===== config.mk =====
export PLATFORM = sky130hd
export DESIGN_NAME = rd_trunc_sched
export DESIGN_NICKNAME = d
export VERILOG_FILES = /design/src/rtl/rts_pkg.sv /design/src/rtl/rts_req_check.sv /design/src/rtl/rts_seq.sv /design/src/rtl/rts_strobe.sv /design/src/rtl/rd_trunc_sched.sv
export SDC_FILE = /design/constraint.sdc
export NUM_CORES = 1
export LEC_CHECK = 0
export BUFFER_PORTS_ARGS = -buffer_cell sky130_fd_sc_hd__buf_2
export CAP_MARGIN = 25
export CORE_ASPECT_RATIO = 1.1
export CORE_UTILIZATION = 58
export CTS_CLUSTER_SIZE = 20
export DETAILED_ROUTE_END_ITERATION = 7
export PLACE_DENSITY_LB_ADDON = 0.12
export SETUP_SLACK_MARGIN = 0.5
export SKIP_CTS_REPAIR_TIMING = 1
export SLEW_MARGIN = 30
export SYNTH_ARGS = -nofsm -noshare
export SYNTH_HDL_FRONTEND = slang
export SYNTH_SLANG_ARGS = --single-unit

===== constraint.sdc =====
create_clock -name clk -period 3.6 [get_ports clk]
set_input_delay 0.54 -clock clk [delete_from_list [all_inputs] [get_ports clk]]
set_output_delay 0.54 -clock clk [all_outputs]
set_load 0.01 [all_outputs]

===== src/rtl/rts_pkg.sv =====
package rts_pkg;
  typedef enum logic [3:0] {
    CMD_NOP  = 4'b0111,
    CMD_READ = 4'b0101,
    CMD_PRE  = 4'b0010,
    CMD_BST  = 4'b0110
  } sd_cmd_e;

  typedef enum logic [1:0] {
    ST_IDLE,
    ST_BURST,
    ST_RECOV
  } seq_st_e;
endpackage


===== src/rtl/rts_req_check.sv =====
module rts_req_check #(
  parameter int BEAT_W    = 8,
  parameter int BURST_LEN = 4
) (
  input  logic [BEAT_W-1:0] beats_i,
  input  logic              bst_i,
  input  logic              ap_i,
  input  logic              full_page_i,
  output logic              reject_o,
  output logic [BEAT_W-1:0] eff_beats_o
);
  localparam logic [BEAT_W-1:0] BL = BEAT_W'(BURST_LEN);

  always_comb begin
    reject_o = (beats_i == '0) || (ap_i && (bst_i || full_page_i));
    if (ap_i)
      eff_beats_o = BL;
    else if (!full_page_i && (beats_i > BL))
      eff_beats_o = BL;
    else
      eff_beats_o = beats_i;
  end
endmodule


===== src/rtl/rts_seq.sv =====
module rts_seq
  import rts_pkg::*;
#(
  parameter int COL_W  = 8,
  parameter int ADDR_W = 13,
  parameter int BA_W   = 2,
  parameter int BEAT_W = 8,
  parameter int TRP    = 3,
  parameter int AP_BIT = 10
) (
  input  logic              clk,
  input  logic              rst_n,
  input  logic              acc_i,
  input  logic              rej_i,
  input  logic [BA_W-1:0]   bank_i,
  input  logic [COL_W-1:0]  col_i,
  input  logic              bst_i,
  input  logic              ap_i,
  input  logic [BEAT_W-1:0] beats_i,
  output logic              ready_o,
  output logic              reject_o,
  output logic [3:0]        cmd_o,
  output logic [BA_W-1:0]   ba_o,
  output logic [ADDR_W-1:0] addr_o,
  output logic              beat_o
);
  localparam int RC_W    = (TRP > 2) ? $clog2(TRP) : 1;
  localparam int RC_LOAD = (TRP >= 2) ? TRP - 2 : 0;

  seq_st_e           st_q, st_d;
  logic [BEAT_W-1:0] cnt_q, cnt_d, n_q, n_d;
  logic [BA_W-1:0]   bank_q, bank_d;
  logic              bst_q, bst_d, ap_q, ap_d;
  logic [RC_W-1:0]   rc_q, rc_d;
  sd_cmd_e           cmd_q, cmd_d;
  logic [BA_W-1:0]   ba_q, ba_d;
  logic [ADDR_W-1:0] addr_q, addr_d;
  logic              rej_q, rej_d;

  always_comb begin
    st_d   = st_q;
    cnt_d  = cnt_q;
    n_d    = n_q;
    bank_d = bank_q;
    bst_d  = bst_q;
    ap_d   = ap_q;
    rc_d   = rc_q;
    cmd_d  = CMD_NOP;
    ba_d   = '0;
    addr_d = '0;
    rej_d  = 1'b0;
    unique case (st_q)
      ST_IDLE: begin
        rej_d = rej_i;
        if (acc_i) begin
          st_d   = ST_BURST;
          cnt_d  = '0;
          n_d    = beats_i;
          bank_d = bank_i;
          bst_d  = bst_i;
          ap_d   = ap_i;
          cmd_d  = CMD_READ;
          ba_d   = bank_i;
          addr_d[COL_W-1:0] = col_i;
          addr_d[AP_BIT]    = ap_i;
        end
      end
      ST_BURST: begin
        cnt_d = cnt_q + 1'b1;
        if (cnt_q == n_q - 1'b1) begin
          if (bst_q) begin
            cmd_d = CMD_BST;
            st_d  = ST_IDLE;
          end else begin
            cmd_d = ap_q ? CMD_NOP : CMD_PRE;
            ba_d  = ap_q ? '0 : bank_q;
            if (TRP <= 1) begin
              st_d = ST_IDLE;
            end else begin
              st_d = ST_RECOV;
              rc_d = RC_W'(RC_LOAD);
            end
          end
        end
      end
      ST_RECOV: begin
        if (rc_q == '0) st_d = ST_IDLE;
        else            rc_d = rc_q - 1'b1;
      end
      default: st_d = ST_IDLE;
    endcase
  end

  always_ff @(posedge clk or negedge rst_n) begin
    if (!rst_n) begin
      st_q   <= ST_IDLE;
      cnt_q  <= '0;
      n_q    <= '0;
      bank_q <= '0;
      bst_q  <= 1'b0;
      ap_q   <= 1'b0;
      rc_q   <= '0;
      cmd_q  <= CMD_NOP;
      ba_q   <= '0;
      addr_q <= '0;
      rej_q  <= 1'b0;
    end else begin
      st_q   <= st_d;
      cnt_q  <= cnt_d;
      n_q    <= n_d;
      bank_q <= bank_d;
      bst_q  <= bst_d;
      ap_q   <= ap_d;
      rc_q   <= rc_d;
      cmd_q  <= cmd_d;
      ba_q   <= ba_d;
      addr_q <= addr_d;
      rej_q  <= rej_d;
    end
  end

  assign ready_o  = (st_q == ST_IDLE);
  assign reject_o = rej_q;
  assign cmd_o    = cmd_q;
  assign ba_o     = ba_q;
  assign addr_o   = addr_q;
  assign beat_o   = (st_q == ST_BURST);

  // cycles since the last PRECHARGE, saturating; used only by the checks
  logic [7:0] gap_q;
  always_ff @(posedge clk or negedge rst_n) begin
    if (!rst_n)                gap_q <= 8'hFF;
    else if (cmd_q == CMD_PRE) gap_q <= 8'd1;
    else if (gap_q != 8'hFF)   gap_q <= gap_q + 8'd1;
  end

  p_trp_gap_r8: assert property (@(posedge clk) disable iff (!rst_n)
    (cmd_q == CMD_READ) |-> (gap_q >= 8'(TRP)));

  p_read_drops_ready_r8: assert property (@(posedge clk) disable iff (!rst_n)
    (cmd_q == CMD_READ) |-> !ready_o);

  p_bst_not_autopre_r9: assert property (@(posedge clk) disable iff (!rst_n)
    (cmd_q == CMD_BST) |-> !ap_q);

  p_reject_idle_r9: assert property (@(posedge clk) disable iff (!rst_n)
    rej_q |-> (ready_o && cmd_q == CMD_NOP));

  p_cmd_legal_r10: assert property (@(posedge clk) disable iff (!rst_n)
    (cmd_q == CMD_NOP) |-> (addr_q == '0 && ba_q == '0));
endmodule


===== src/rtl/rts_strobe.sv =====
module rts_strobe #(
  parameter int MAX_CL = 3
) (
  input  logic clk,
  input  logic rst_n,
  input  logic cl3_i,
  input  logic beat_i,
  output logic strobe_o
);
  logic [MAX_CL-1:0] sr_q, sr_d;

  always_comb begin
    sr_d = {sr_q[MAX_CL-2:0], beat_i};
  end

  always_ff @(posedge clk or negedge rst_n) begin
    if (!rst_n) sr_q <= '0;
    else        sr_q <= sr_d;
  end

  assign strobe_o = cl3_i ? sr_q[2] : sr_q[1];

  p_strobe_lag_r5: assert property (@(posedge clk) disable iff (!rst_n)
    strobe_o |-> (cl3_i ? $past(beat_i, 3) : $past(beat_i, 2)));
endmodule


===== src/rtl/rd_trunc_sched.sv =====
module rd_trunc_sched #(
  parameter int COL_W     = 8,
  parameter int ADDR_W    = 13,
  parameter int BA_W      = 2,
  parameter int BEAT_W    = 8,
  parameter int BURST_LEN = 4,
  parameter int TRP       = 3
) (
  input  logic              clk,
  input  logic              rst_n,
  input  logic [1:0]        cfg_cas_lat,
  input  logic              cfg_full_page,
  input  logic              req_valid,
  output logic              req_ready,
  input  logic [BA_W-1:0]   req_bank,
  input  logic [COL_W-1:0]  req_col,
  input  logic [BEAT_W-1:0] req_beats,
  input  logic              req_end_bst,
  input  logic              req_autopre,
  output logic              req_reject,
  output logic [3:0]        sd_cmd,
  output logic [BA_W-1:0]   sd_ba,
  output logic [ADDR_W-1:0] sd_addr,
  output logic              rd_capture
);
  logic [1:0]        rsync_q;
  logic              rst_int_n;
  logic              bad_req;
  logic [BEAT_W-1:0] eff_beats;
  logic              take, refuse, beat;

  always_ff @(posedge clk or negedge rst_n) begin
    if (!rst_n) rsync_q <= 2'b00;
    else        rsync_q <= {rsync_q[0], 1'b1};
  end
  assign rst_int_n = rsync_q[1];

  rts_req_check #(.BEAT_W(BEAT_W), .BURST_LEN(BURST_LEN)) u_chk (
    .beats_i     (req_beats),
    .bst_i       (req_end_bst),
    .ap_i        (req_autopre),
    .full_page_i (cfg_full_page),
    .reject_o    (bad_req),
    .eff_beats_o (eff_beats)
  );

  assign take   = req_valid && req_ready && !bad_req;
  assign refuse = req_valid && req_ready && bad_req;

  rts_seq #(
    .COL_W(COL_W), .ADDR_W(ADDR_W), .BA_W(BA_W), .BEAT_W(BEAT_W), .TRP(TRP)
  ) u_seq (
    .clk      (clk),
    .rst_n    (rst_int_n),
    .acc_i    (take),
    .rej_i    (refuse),
    .bank_i   (req_bank),
    .col_i    (req_col),
    .bst_i    (req_end_bst),
    .ap_i     (req_autopre),
    .beats_i  (eff_beats),
    .ready_o  (req_ready),
    .reject_o (req_reject),
    .cmd_o    (sd_cmd),
    .ba_o     (sd_ba),
    .addr_o   (sd_addr),
    .beat_o   (beat)
  );

  rts_strobe #(.MAX_CL(3)) u_stb (
    .clk      (clk),
    .rst_n    (rst_int_n),
    .cl3_i    (cfg_cas_lat == 2'd3),
    .beat_i   (beat),
    .strobe_o (rd_capture)
  );
endmodule


==> results.md <==
- Antenna violations before repair: 0
- Layout cells sized above 1: 31.8%
- Max Clk Rate: 0.482 GHz
- DIE AREA: 0.00401 mm2
- Nets: 273
- Fill count: 305
- First-pass GRT wire length: 6490 um
- Pre-CTS WS: 1380 ps
- Post-Syn Area: 0.00218 mm2
- Starting Density: 60.2%
- Gr usage total: 21.9%
- DIE HEIGHT: 66.3 um
- # diodes: 0
- Worst hold path class: in -> async
- Most common library cells after synthesis: 41 x dfrtp_1, 27 x nand2_1, 10 x and2_1, 10 x nor2_1, 10 x o21ai_1
- Root Buffer: clkbuf_8
- Crit share post-route: 57.6%
- Outcome: finished clean
- Internal Power: 1.20 mW
- CTS max path bufs: 2
- Most common cell in the netlist: dfrtp_1
- I/O Buffers: 42
- Reg2reg path depth: 3
- Area growth from synthesis to layout: 15.2%
- Cells after Synth: 202
- Final Hold Viols: 0
- Seq/Total Area, Yosys: 50.6%
- Antenna Nets Post-Route: 0
- Power Total: 1.93 mW
- Leading area contributor after synthesis: dfrtp_1
- # H-tree levels: 2
- Seq pwr share: 41.3%
- Post-Route Skew: 6.19 ps
- EDFF count, synth: 0
- Top_reg_cell synth: dfrtp_1
- Setup Viol. Count Final: 0
- Async SR Flop Fraction: 100%
- Sw frac: 38.0%
- Via count of the routed design: 1507
- Largest net degree at the start of global routing: 43
- WL final: 3770 um
- Std cell rows: 23
- Initial DRC count: 43
- Skew-Pair Late Insertion Delay: 290 ps
- Critical Path Fanout Max: 15
- Clock Pin Slew Worst Setup and Hold Paths: 80 ps
- Slew of the pin with the lowest slew margin: 882 ps
- P per Cell Area: 768 mW/mm2
- Clock power frac: 20.3%
- Number of global-route vias before repair: 1379
- Sw power: 734 uW
- Top cells by area, synth: dfrtp_1 47%, nand2_1 4.6%, dfstp_2 3.6%, xnor2_1 3.2%, and2_1 2.9%
- Post-synthesis cell type count: 52
- RSZ-0062 raised after global routing: no
- Crit path kind: reg -> reg
- TritonCTS clock tree: done
- Maximum vdd ir drop: 0.427 mV
- Max-Cap Viols: 0
- Max_slew headroom: 41.2%
- Final Wtd Congestion: 0.781
- DR WL/cell: 12.8 um
- Clk sinks: 44
- Synthesized area per cell: 10.8 um2
- Critical Path AT: 2260 ps
- Register area: 0.00111 mm2
- DR vias/cell: 5.11
- Critical path launch point type: flip-flop
- Core ar.: 0.00363 mm2
- Synth top area share: 47.0%
- Clock buffer count from CTS: 5
- Lkg Pwr: 1.17 nW
- Combinational power share: 38.5%
- Max Slew Vio Count: 0
- Crit Reg-Reg Startpoint: u_seq.st_q[1]
- Post-DP HPWL: 2750 um
- Crit path capture type: flip-flop
- Die X: 60.5 um
- Final core occ: 69.3%
- GRT Residual Overflow: 0
- Final setup TNS: 0 ps
- Post-synthesis register bit count: 44
- YS warnings: 0
- Drc violations: 0
- RR Endpoint: u_seq.rc_q[1]
- Flop-to-flop setup slack: 1520 ps
- Critical Path RT: 3790 ps
- 1st-pass router iterations: 4
- Post-route setup slack: 1520 ps
- Boundary pin count: 48
- Crit path time final: 2080 ps
- Critical path startpoint: u_seq.st_q[1]
- Area of the multi-input gates: 972 um2
-- worst max path at each step --
| stage | end | slack, ps | cells past startpoint |
|---|---|---|---|
| floorplan | u_seq.n_q[3] | 1730 | 6 |
| global placement | u_seq.n_q[6] | 1430 | 7 |
| detailed placement | u_seq.cnt_q[5] | 1380 | 9 |
| CTS | u_seq.rc_q[1] | 1520 | 3 |
| global route | u_seq.rc_q[1] | 1380 | 3 |
| finish | u_seq.rc_q[1] | 1520 | 3 |
-- cell type report --
cell class | count | share of cell area, %
Clock inverter | 2 | 1.54
Tap cell | 50 | 2.49
Sequential cell | 44 | 44.1
Clock buffer | 6 | 3.29
Inverter | 9 | 1.54
Multi-Input combinational cell | 142 | 38.7
Timing Repair Buffer | 42 | 8.36
-- power by group through the flow --
stage	registers (mW)	clock network, mW	logic, mW
3_5_place_dp	0.805	0	0.747
2_1_floorplan	0.765	0	0.640
3_3_place_gp	0.803	0	0.728
5_1_grt	0.821	0.421	0.832
4_1_cts	0.798	0.403	0.749
6_report	0.797	0.391	0.742
-- layer usage --
| layer | global-route usage [%] | vias up | part of all wire, % |
|---|---|---|---|
| met4 | 6.82 | 0 | 0.64 |
| met3 | 4.70 | 2 | 3.4 |
| li1 | - | 761 | - |
| met5 | 0 | - | 0 |
| met2 | 35.6 | 35 | 52 |
| met1 | 28.9 | 709 | 44 |
-- worst max-delay path, stage by stage (launching register included) --
cell and delay (ps):
dfrtp_1 430, nand2b_1 720, clkinv_1 500, a31o_1 320
-- layout by cell type (no fill, tap or decap), types with 2 or more instances in the layout --
cell type  Yosys  final
nand2_1       27     27
o21ai_0        5      5
xnor2_1        8      8
nand3_2        4      4
a22o_1         5      5
nand3b_1       2      2
clkbuf_8       0      6
o21ai_2        7      7
ha_1           3      3
dfrtp_1       41     40
a21o_1         2      2
o21ai_1       10     10
conb_1         2      6
dfstp_2        3      3
and3_1         3      3
nand3_1        2      2
clkinv_4       1      2
buf_2          2     42
and2_1        10     10
inv_1          7      7
a31o_1         2      2
a21oi_1        6      6
nor2_1        10     10
xor2_1         4      4
a31oi_1        2      2
nand2b_1       2      2
-- flip-flops by register name (all words and copies together) (netlist names) --
signal / count
u_stb.sr_q: 3
u_seq.cnt_q: 8
rsync_q: 2
u_seq.ap_q: 1
u_seq.n_q: 8
u_seq.cmd_o: 3
u_seq.bst_q: 1
u_seq.bank_q: 2
u_seq.rc_q: 2
u_seq.addr_o: 9
u_seq.st_q: 2
u_seq.ba_o: 2
u_seq.reject_o: 1
-- stage by stage --
| stage | cell area (um2) | instances | hold slack [ps] |
|---|---|---|---|
| after global routing | 2510 | 295 | 0.151 |
| after detailed placement | 2390 | 287 | 328 |
| after floorplan | 2200 | 206 | 244 |
| after CTS | 2510 | 295 | 4.09 |
| after global placement | 2390 | 287 | 325 |
| final | 2510 | 295 | 13.6 |
-- kinds of logic after synthesis --
family	Yosys count	synth area share, %
flops	44	50.6
simple gates	74	20.5
buf+inv	20	5.50
mux	2	0.975
xor+xnor	13	5.56
fa+ha+maj	3	1.72
other cells	2	0.344
compound gates	44	14.7
No activity file was read; power rests on OpenSTA's default activity.
